<file path="src/rtl/pfd_pkg.sv">
// Package: shared command type for the phase-frequency detector.
package pfd_pkg;
    typedef struct packed {
        logic up;   // lengthen delay
        logic dn;   // shorten delay
    } pfd_cmd_t;
endpackage

</file>
<file path="src/rtl/pfd_edge_detect.sv">
// Rising-edge detector for a level input sampled by clk.
// Assumes the input is already in the clk domain; flags the cycle in
// which the input is seen high after being low at the previous edge.
module pfd_edge_detect (
    input  logic clk,
    input  logic rst_n,
    input  logic level_in,
    output logic rise
);
    logic level_q;

    // Remember the level seen at the previous clk edge.
    always_ff @(posedge clk) begin
        if (!rst_n) level_q <= 1'b0;
        else        level_q <= level_in;
    end

    // A rise is high now and low before.
    always_comb rise = level_in & ~level_q;
endmodule

</file>
<file path="src/rtl/pfd_core.sv">
// Comparison state of the detector: an UP and a DN flag set by clock
// rises and cleared as a pair after MIN_PULSE cycles of overlap.
// Assumes edge pulses are one cycle wide; edges arriving during the
// overlap window are absorbed by the clear.
module pfd_core #(
    parameter int MIN_PULSE = 2
) (
    input  logic clk,
    input  logic rst_n,
    input  logic hold_clear,
    input  logic ref_rise,
    input  logic fb_rise,
    output logic up_q,
    output logic dn_q
);
    localparam int CNT_W = (MIN_PULSE < 2) ? 1 : $clog2(MIN_PULSE);
    localparam logic [CNT_W-1:0] LAST = CNT_W'(MIN_PULSE - 1);

    logic [CNT_W-1:0] ovl_cnt;
    logic             both;

    always_comb both = up_q & dn_q;

    // Set flags on rises, clear both after the overlap window, or hold cleared.
    always_ff @(posedge clk) begin
        if (!rst_n || hold_clear) begin
            up_q    <= 1'b0;
            dn_q    <= 1'b0;
            ovl_cnt <= '0;
        end else if (both) begin
            if (ovl_cnt == LAST) begin
                up_q    <= 1'b0;
                dn_q    <= 1'b0;
                ovl_cnt <= '0;
            end else begin
                ovl_cnt <= ovl_cnt + 1'b1;
            end
        end else begin
            if (ref_rise) up_q <= 1'b1;
            if (fb_rise)  dn_q <= 1'b1;
        end
    end

    // a cycle in override leaves the state cleared.
    a_r3_hold_clears: assert property (@(posedge clk) disable iff (!rst_n)
        hold_clear |=> (!up_q && !dn_q));
    // a reference rise outside the overlap raises UP.
    a_r5_ref_sets_up: assert property (@(posedge clk) disable iff (!rst_n)
        (!hold_clear && ref_rise && !both) |=> up_q);
    // a feedback rise outside the overlap raises DN.
    a_r6_fb_sets_dn: assert property (@(posedge clk) disable iff (!rst_n)
        (!hold_clear && fb_rise && !both) |=> dn_q);
endmodule

</file>
<file path="src/rtl/pfd_cmd_mux.sv">
// Output steering: detector flags in normal mode, lock-monitor
// decisions in override mode. Conflicting decisions give no command.
module pfd_cmd_mux
    import pfd_pkg::*;
(
    input  logic     use_core,
    input  pfd_cmd_t core_cmd,
    input  logic     early,
    input  logic     late,
    output pfd_cmd_t out_cmd
);
    pfd_cmd_t ovr_cmd;

    // Translate the monitor decisions into exclusive commands.
    always_comb begin
        ovr_cmd.up = early & ~late;
        ovr_cmd.dn = late & ~early;
    end

    // Choose the command source.
    always_comb out_cmd = use_core ? core_cmd : ovr_cmd;
endmodule

</file>
<file path="src/rtl/pfd_override.sv">
// Top: phase-frequency detector with a lock-monitor override path.
// Assumes ref_clk and fb_clk are sampled levels in the clk domain and
// that clk is several times faster than ref_clk.
module pfd_override
    import pfd_pkg::*;
#(
    parameter int MIN_PULSE = 2
) (
    input  logic clk,
    input  logic rst_n,
    input  logic ref_clk,
    input  logic fb_clk,
    input  logic too_early,
    input  logic too_late,
    input  logic lock_ok,
    output logic up_cmd,
    output logic dn_cmd
);
    logic     ref_rise, fb_rise;
    pfd_cmd_t core_cmd, sel_cmd;

    pfd_edge_detect i_ref_edge (.clk(clk), .rst_n(rst_n), .level_in(ref_clk), .rise(ref_rise));
    pfd_edge_detect i_fb_edge  (.clk(clk), .rst_n(rst_n), .level_in(fb_clk),  .rise(fb_rise));

    pfd_core #(.MIN_PULSE(MIN_PULSE)) i_core (
        .clk(clk), .rst_n(rst_n), .hold_clear(~lock_ok),
        .ref_rise(ref_rise), .fb_rise(fb_rise),
        .up_q(core_cmd.up), .dn_q(core_cmd.dn)
    );

    pfd_cmd_mux i_mux (
        .use_core(lock_ok), .core_cmd(core_cmd),
        .early(too_early), .late(too_late), .out_cmd(sel_cmd)
    );

    // Drive the ports from the selected command.
    always_comb begin
        up_cmd = sel_cmd.up;
        dn_cmd = sel_cmd.dn;
    end

    // override never asks for both directions.
    a_r2_override_exclusive: assert property (@(posedge clk) disable iff (!rst_n)
        !lock_ok |-> !(up_cmd && dn_cmd));
    // an early decision in override lengthens the delay.
    a_r1_early_gives_up: assert property (@(posedge clk) disable iff (!rst_n)
        (!lock_ok && too_early && !too_late) |-> (up_cmd && !dn_cmd));
    // a late decision in override shortens the delay.
    a_r1_late_gives_dn: assert property (@(posedge clk) disable iff (!rst_n)
        (!lock_ok && too_late && !too_early) |-> (dn_cmd && !up_cmd));
endmodule

</file>
<file path="config.mk">
export PLATFORM = sky130hd
export DESIGN_NAME = pfd_override
export DESIGN_NICKNAME = d
export VERILOG_FILES = /design/src/rtl/pfd_pkg.sv /design/src/rtl/pfd_edge_detect.sv /design/src/rtl/pfd_core.sv /design/src/rtl/pfd_cmd_mux.sv /design/src/rtl/pfd_override.sv
export SDC_FILE = /design/constraint.sdc
export NUM_CORES = 1
export LEC_CHECK = 0
export BUFFER_PORTS_ARGS = -buffer_cell sky130_fd_sc_hd__buf_2
export CAP_MARGIN = 20
export CORE_AREA = 2 2 39 41
export CTS_CLUSTER_SIZE = 24
export DETAILED_ROUTE_END_ITERATION = 12
export DIE_AREA = 0 0 41 43
export PLACE_DENSITY = 0.33
export SYNTH_ARGS = -nofsm -noshare
export SYNTH_HDL_FRONTEND = slang
export SYNTH_SLANG_ARGS = --single-unit
export TNS_END_PERCENT = 20
</file>
<file path="constraint.sdc">
create_clock -name clk -period 1.01 [get_ports clk]
set_input_delay 0.101 -clock clk [delete_from_list [all_inputs] [get_ports clk]]
set_output_delay 0.101 -clock clk [all_outputs]
set_load 0.02 [all_outputs]
</file>
==> impl_results.md, run 1 <==
- DR vias/cell: between 3 and 4
- Skew final: ~0.006 ns
- Mapped Cells: 22
- Area growth syn-to-layout: 48.8%
- PwrDens: about 1700 nW/um^2
- Initial core utilization: 0.145
- Number of max-cap violations: 0
- Register area: between 100 and 150 sq um
- Critical Path RT: 0.91 ns
- Core area: between 1000 and 1500 sq um
- Clock Tree Buf Depth: 2
- Die width: 41 um
- Synth unique cells: 12
- Clock sink total: 5
- Number of port buffers: 8
- Row cnt: 14
- RSZ-0062 raised after global routing: true
- Number of remaining DRC errors: 0
- Commonest cells post-synth: dfxtp_1, nand2b_1
- Fill cell count: 163
- First-pass GRT wire length: about 630 um
- Hold crit path type: in2reg
- Iter 0 DRT Violations: 3
- Flops & latches, synth: 5
- Post-route ant nets: 0
- VDD IR max: roughly 650 uV
- Post-synth EDFFs: 0
- Ys async rst share: 0
- GR Layer Usage met2: 0.0563
- Final worst path period share: 0.992
- Pre-antenna DRT Iters: 2
- Initial antenna violation count: 0
- Die height: between 40 and 50 um
- CTS Buf Count: 3
- Drt wl/cell: approximately 7.4 um
- Busiest layer in global routing: met4
- Final Hold Fails: 0
- I/O pin cnt: 9
- Crit path max fanout: 4
- CTS H-Tree Depth: 1
- DIE AREA: between 1500 and 2000 sq um
- Post-synth net total: 29
- Final Slew Violations: 0
- CP Class: reg2out
- CTS tree: yes
- Leakage: 0.000126 uW
- GRT met1 Usage: 0.0744
- Fraction of layout cells with a size suffix above 1: 0.412
- Area contributors post-synth: dfxtp_1, nand2b_1, a211oi_1, and2_1, and3_4
- NumNets Final: 42
- Pin slew with the least headroom to its limit: 0.179 ns
- Predominant post-synthesis flop cell: dfxtp_1
- Worst setup SP type: flop
- Vias in the first global route: 163
- Hpwl dp: 289 um
- Gpl congestion: approximately 0.64
- Synthesized area per cell: about 9 sq um
- Area taken by multi-input logic gates: 92.6 sq um
- Status: finished, final reports clean
- Post-Route WL: about 370 um
- GRT overflow: 0
- Power, Total: approximately 490 uW
- Relative slew slack: 0.880
- CP Capture Type: output port
- Worst skew pair latency: about 0.24 ns
- Worst-path clk slew: roughly 0.05 ns
- Sequential-to-total area share from yosys stat: 0.500
- Most area-hungry cell type in the Yosys netlist: dfxtp_1
- Post-Syn Area: between 200 and 250 sq um
- Antenna diodes: 0
- GR Layer Usage met3: 0.0314
- Most frequent cell after synthesis: dfxtp_1
- Synth Warn #: 0
- # setup viols final: 0
- Largest net degree at the start of global routing: 6
- Critical path arrival: 0.90 ns
- Reg-to-reg slack, setup: roughly 0.20 ns
- Min Tclk post-route: 1.00 ns
- Hold slack: ~0.080 ns
- GRT Resource Usage Total: 0.0594
- DR vias: roughly 180
- Fmax: about 1.0 GHz
- Top cell type's share of synthesized area: 0.500
- CTS Root Buffer Type: clkbuf_4
[sequential cells by signal (all words and copies together) (netlist names)]
register	count
i_core.dn_q	1
i_fb_edge.level_q	1
i_ref_edge.level_q	1
i_core.up_q	1
i_core.ovl_cnt	1
[layer usage]
layer / vias to the layer above / wire length, um
li1: 99 / -
met4: 0 / 8
met5: - / 0
met3: 2 / 26
met1: 74 / 169
met2: 6 / 166
[cell families (layout without fill, tap and decap cells)]
kind of cell           after synthesis  in the layout  share of synthesized area
AND/OR/NAND/NOR                     10             10                      0.294
AO/OA/AOI/OAI                        5              5                      0.169
flip-flops                           5              5                      0.500
buffers and inverters                2             14                     0.0375
[power breakdown]
part | switching [uW] | total [uW] | internal (uW)
Sequential | 4.27 | 211 | 207
Clock | 80.7 | 230 | 149
Combinational | 23.9 | 50.7 | 26.7
[final timing paths]
kind                            startpoint                            end  cells after the start
setup / recovery  i_core.dn_q$_SDFFE_PP0P_                         dn_cmd                      2
hold reg to reg   i_core.up_q$_SDFFE_PP0P_       i_core.up_q$_SDFFE_PP0P_                      2
setup reg to reg  i_core.up_q$_SDFFE_PP0P_       i_core.dn_q$_SDFFE_PP0P_                      2
hold / removal                     ref_clk  i_ref_edge.level_q$_SDFF_PN0_                      2
[placed cells by master (no fill, tap or decap), drive strengths merged]
cell type  n
a211oi     2
a21oi      1
a22o       1
and2       2
and3       1
buf        8
clkbuf     4
dfxtp      5
inv        2
nand2      2
nand2b     3
nor2       1
nor3       1
o21ai      1
[area by class of cell]
type	instances	area share
clock buffer	4	0.0882
inverter	2	0.0252
multi-input combinational	15	0.311
sequential	5	0.345
tap	16	0.0672
timing repair buffer	8	0.164
[metrics by stage]
stage	cells	setup WS [ns]	util	TNS, ns	area, sq um
final	50	0.00843	0.215	0	298
after global routing	50	-0.0287	0.215	-0.0287	298
after CTS	50	-0.00412	0.215	-0.00412	298
after detailed placement	46	0.210	0.188	0	260
after global placement	46	0.220	0.188	0	260
after floorplan	22	0.267	-	0	200
[worst max-delay path, stage by stage, from the launching register on]
cell,delay [ns]
dfxtp_2,0.32
a22o_1,0.21
buf_6,0.13
[what timing repair did]
item	4_1_cts	5_1_grt
buffers inserted	0	0
gates resized for setup	5	0
endpoints found under the setup margin	2	1
hold buffers	0	0
(Power assumes the default switching activity.)
==> run 2, diff against run 1 <==
BUFFER_PORTS_ARGS = not set   (was -buffer_cell sky130_fd_sc_hd__buf_2)
DONT_BUFFER_PORTS = 1   (was not set)
MAX_ROUTING_LAYER = met4   (was not set)
PLACE_DENSITY = 0.3   (was 0.33)
==> impl_results.md, run 2 (synthesis gave the netlist of run 1 again) <==
- Worst path bufs/invs: 0
- First-pass GRT wire length: approximately 700 um
- GRT overflow: 0
- Status: finished, final reports clean
- Cells after DPL: 38
- Final instance area: between 200 and 300 sq um
- GRT met1 Usage: 0.0581
- Number of max-cap violations: 0
- Area growth syn-to-layout: 44.4%
- Antenna diodes: 0
- Hpwl dp: between 300 and 400 um
- Worst skew pair latency: between 0.2 and 0.25 ns
- Post-Route WL: 383 um
- Clock Tree Buf Depth: 2
- # setup viols final: 0
- Relative slew slack: 0.823
- CTS Buf Count: 3
- CTS tree: yes
- Most frequent cells in the layout: dfxtp_1, nand2b_1, clkbuf_4, dlygate4sd3_1
- Power, Total: 478 uW
- Fraction of layout cells with a size suffix above 1: 0.207
- Crit path max fanout: 4
- GRT Resource Usage Total: 0.0669
- DP Area: approximately 220 sq um
- Final Hold Fails: 0
- NumNets Final: 37
- Number of port buffers: 0
- Crit path cell chain: a22o_4
- Delay-heaviest family, CP: flip-flops
- Die height: ~43 um
- Min Tclk post-route: 0.974 ns
- CTS Root Buffer Type: clkbuf_4
- Critical Path RT: 0.91 ns
- Non-filler cells, final: 45
- Initial antenna violation count: 0
- GR Layer Usage met2: 0.0906
- Initial core utilization: 0.145
- Final worst path period share: 0.964
- Fill cell count: roughly 160
- CP Capture Type: output port
- Skew final: roughly 0.0040 ns
- Hold crit path type: in2reg
- CTS H-Tree Depth: 1
- CP peak stage delay: about 0.34 ns
- Drt wl/cell: between 8 and 9 um
- PwrDens: 1650 nW/um^2
- Largest net degree at the start of global routing: 6
- Iter 0 DRT Violations: 0
- Row cnt: 14
- Critical path arrival: around 0.87 ns
- Register area: between 100 and 150 sq um
- RSZ-0062 raised after global routing: false
- VDD IR max: around 410 uV
- Worst setup SP type: flop
- Die width: 41 um
- CP Class: reg2out
- Busiest layer in global routing: met4
- Leakage: about 0.00011 uW
- Clock sink total: 5
- Final Slew Violations: 0
- Fmax: 1.03 GHz
- Number of remaining DRC errors: 0
- Pin slew with the least headroom to its limit: 0.265 ns
- Area taken by multi-input logic gates: 105 sq um
- Pre-antenna DRT Iters: 1
- Worst-path clk slew: around 0.04 ns
- Post-route ant nets: 0
- DR vias/cell: approximately 3.8
- Setup TNS Final: 0 ns
- Crit-path slowest cell: dfxtp_1
- DR vias: roughly 170
- Core area: 1380 sq um
- GR Layer Usage met3: 0.0157
- Most common cell after layout, fill and taps aside: dfxtp_1
- Vias in the first global route: just under 200
- I/O pin cnt: 9
- Gpl congestion: between 0.6 and 0.7
- DIE AREA: roughly 1800 sq um
-- run 2: repair_timing --
action                                  CTS  global route
endpoints found under the hold margin     2             0
hold buffers                              3             0
setup buffers                             0             0
resized for setup                         2             0
endpoints found under the setup margin    2             0
-- run 2: metrics by stage --
step,hold slack [ns],utilization,setup WS (ns)
global placement,0.226,0.159,0.217
CTS,0.0212,0.209,0.0220
floorplan,0.223,-,0.267
detailed placement,0.227,0.159,0.197
finish,0.0230,0.209,0.0365
global route,0.0326,0.209,0.00931
-- run 2: final cells by class --
type,instances,share of cell area
clock buffers,4,0.0909
flip-flops and latches,5,0.346
multi-input cells,15,0.364
inverters,2,0.0260
repair buffers,3,0.104
well taps,16,0.0693
-- run 2: path summary, 6_finish.rpt --
path | start | to | slack (ns) | cells past startpoint
hold reg to reg | i_core.up_q$_SDFFE_PP0P_ | i_core.up_q$_SDFFE_PP0P_ | 0.49 | 2
setup reg to reg | i_core.dn_q$_SDFFE_PP0P_ | i_core.up_q$_SDFFE_PP0P_ | 0.19 | 2
setup / recovery | i_core.dn_q$_SDFFE_PP0P_ | dn_cmd | 0.04 | 1
hold / removal | fb_clk | i_core.dn_q$_SDFFE_PP0P_ | 0.02 | 2
-- run 2: per-layer routing --
layer	routed length (um)	vias up
met2	222	5
met4	14	0
met1	130	79
met5	0	-
li1	-	87
met3	15	2
-- run 2: report_power, final --
group          total, uW  switching, uW  internal, uW
clock network        227           78.2           149
registers            211           4.93           206
logic               39.4           17.2          22.2
total                478            100           378
==> run 3, diff against run 2 <==
ABC_AREA = 1   (was not set)
==> impl_results.md, run 3 <==
- Reg2Reg Launch Point: i_core.up_q$_SDFFE_PP0P_
- Most area-hungry cell type in the Yosys netlist: dfxtp_1
- Critical Path RT: 0.91 ns
- Drt wl/cell: slightly below 8 um
- Commonest cells post-synth: nand2_1, inv_1, dfxtp_1
- Post-synth EDFFs: 0
- DR vias: about 190
- Predominant post-synthesis flop cell: dfxtp_1
- Leakage: about 0.00014 uW
- Final Hold Fails: 0
- Gpl congestion: between 0.6 and 0.7
- GR Layer Usage met3: 0.0314
- Critical path arrival: a little over 0.8 ns
- Area contributors post-synth: dfxtp_1, nand2_1, inv_1, a21oi_1, nor2_1
- Sequential-to-total area share from yosys stat: 0.503
- Area growth syn-to-layout: 47.8%
- Number of max-cap violations: 0
- Top cell type's share of synthesized area: 0.503
- CP Class: reg2out
- Initial antenna violation count: 0
- Skew final: between 0.003 and 0.004 ns
- Die width: slightly above 40 um
- Mapped Cells: 29
- GRT overflow: 0
- Crit path max fanout: 2
- Post-synth net total: 36
- Worst setup SP type: flop
- Most common cell after layout, fill and taps aside: nand2_1
- Largest net degree at the start of global routing: 6
- Row cnt: 14
- Post-route ant nets: 0
- Most frequent cells in the layout: nand2_1, inv_1, nor2_1, dfxtp_1
- NumNets Final: between 40 and 50
- Fraction of layout cells with a size suffix above 1: 0.211
- Pin slew with the least headroom to its limit: roughly 0.13 ns
- Status: finished, final reports clean
- GRT met1 Usage: 0.0613
- # setup viols final: 0
- Antenna diodes: 0
- Clock sink total: 5
- Final Core Density: 0.212
- Worst Setup SP: i_core.up_q$_SDFFE_PP0P_
- Post-Syn Area: ~200 sq um
- Worst Setup EP: up_cmd
- RSZ-0062 raised after global routing: false
- Most frequent cell after synthesis: nand2_1
- Flops & latches, synth: 5
- Clk pwr share: 0.469
- CTS Buf Count: 3
- Ys async rst share: 0
- CTS tree: yes
- Die height: roughly 43 um
- First-pass GRT wire length: between 600 and 700 um
- CP Capture Type: output port
- Worst reg2reg path endpoint: i_core.up_q$_SDFFE_PP0P_
- Initial core utilization: 0.144
- CTS H-Tree Depth: 1
- Fmax: 1.09 GHz
- Reg2Reg Depth: 4
- Iter 0 DRT Violations: 0
- Final worst path period share: 0.904
- DR vias/cell: around 3.6
- Synth Warn #: 0
- PwrDens: ~1600 nW/um^2
- GR Layer Usage met2: 0.0781
- Combinational share of power: 0.095
- Hpwl dp: 332 um
- Number of remaining DRC errors: 0
- Post-Route WL: 416 um
- VDD IR max: roughly 530 uV
- Sequential share of power: 0.436
- Min Tclk post-route: ~0.9 ns
- I/O pin cnt: 9
- DIE AREA: between 1500 and 2000 sq um
- Clock Tree Buf Depth: 2
- Setup TNS Final: 0 ns
- Reg-to-reg slack, setup: around 0.26 ns
- Fill cell count: ~160
- Pre-antenna DRT Iters: 1
- Sw Share: 0.214
- Hold slack: about 0.020 ns
- Worst skew pair latency: between 0.2 and 0.25 ns
- Final Slew Violations: 0
- Worst-path clk slew: 0.04 ns
- Net switching power: 103 uW
- Relative slew slack: 0.914
- Core area: approximately 1400 sq um
- Hold crit path type: in2reg
- Synth unique cells: 8
- Vias in the first global route: 165
- Busiest layer in global routing: met4
- Worst hold stages: 2
- GRT Resource Usage Total: 0.0639
- Power Internal: 379 uW
- CTS Root Buffer Type: clkbuf_4
- Synthesized area per cell: roughly 6.9 sq um
- Number of port buffers: 0
[run 3: changes by cell type after synthesis, sizes merged, moves of 2 or more]
cell and change:
nand2b -3, and2 -2, a211oi -2, nand2 +7, nor2 +3, inv +4
a21oi +2
[run 3: cells by family (layout without fill, tap and decap cells)]
kind of cell	Yosys count	after routing	synth area share
and+or+nand+nor	14	14	0.283
DFF	5	5	0.503
AOI/OAI and AO/OA	4	4	0.101
buffers and inverters	6	15	0.113
[run 3: final cells by class]
class,count,area (sq um),share of cell area
Sequential cell,5,101,0.345
Tap cell,16,20.0,0.0681
Multi-Input combinational cell,18,78.8,0.268
Timing Repair Buffer,5,45.0,0.153
Clock buffer,4,26.3,0.0894
Inverter,6,22.5,0.0766
[run 3: power groups by stage]
stage / combinational [uW] / sequential (uW) / clock, uW
2_1_floorplan: 25.4 / 213 / 0
3_3_place_gp: 31.7 / 214 / 0
3_5_place_dp: 32.1 / 214 / 0
4_1_cts: 42.3 / 211 / 238
5_1_grt: 50.8 / 211 / 257
6_report: 45.8 / 210 / 226
[run 3: how the worst min path moves through the flow]
stage	start	end
2_1_floorplan	rst_n	i_fb_edge.level_q$_SDFF_PN0_
3_3_place_gp	ref_clk	i_ref_edge.level_q$_SDFF_PN0_
3_5_place_dp	rst_n	i_fb_edge.level_q$_SDFF_PN0_
4_1_cts	fb_clk	i_core.dn_q$_SDFFE_PP0P_
5_1_grt	fb_clk	i_core.dn_q$_SDFFE_PP0P_
6_report	fb_clk	i_core.dn_q$_SDFFE_PP0P_
[run 3: metrics by stage]
stage / cells / power [uW] / instance area (sq um) / worst slack [ns]
floorplan: 29 / 239 / 199 / 0.264
CTS: 53 / 491 / 283 / 0.00808
detailed placement: 46 / 246 / 226 / 0.267
global placement: 46 / 246 / 226 / 0.271
finish: 54 / 482 / 294 / 0.0965
global route: 54 / 519 / 294 / 0.0332
[run 3: repair_timing]
action | CTS | global route
setup buffers | 0 | 1
hold endpoints to repair | 2 | 0
gates resized for setup | 0 | 2
hold buffers | 3 | 0
setup endpoints to repair | 0 | 2
[run 3: critical path, stage by stage (launching register included)]
cell	delay [ns]
dfxtp_2	0.31
nand2_1	0.05
o21ai_0	0.07
buf_4	0.16
[run 3: layer usage]
layer  part of all wire  wire length, um
met1               0.39              161
met2               0.58              243
met3              0.029               12
met4                  0                0
met5                  0                0
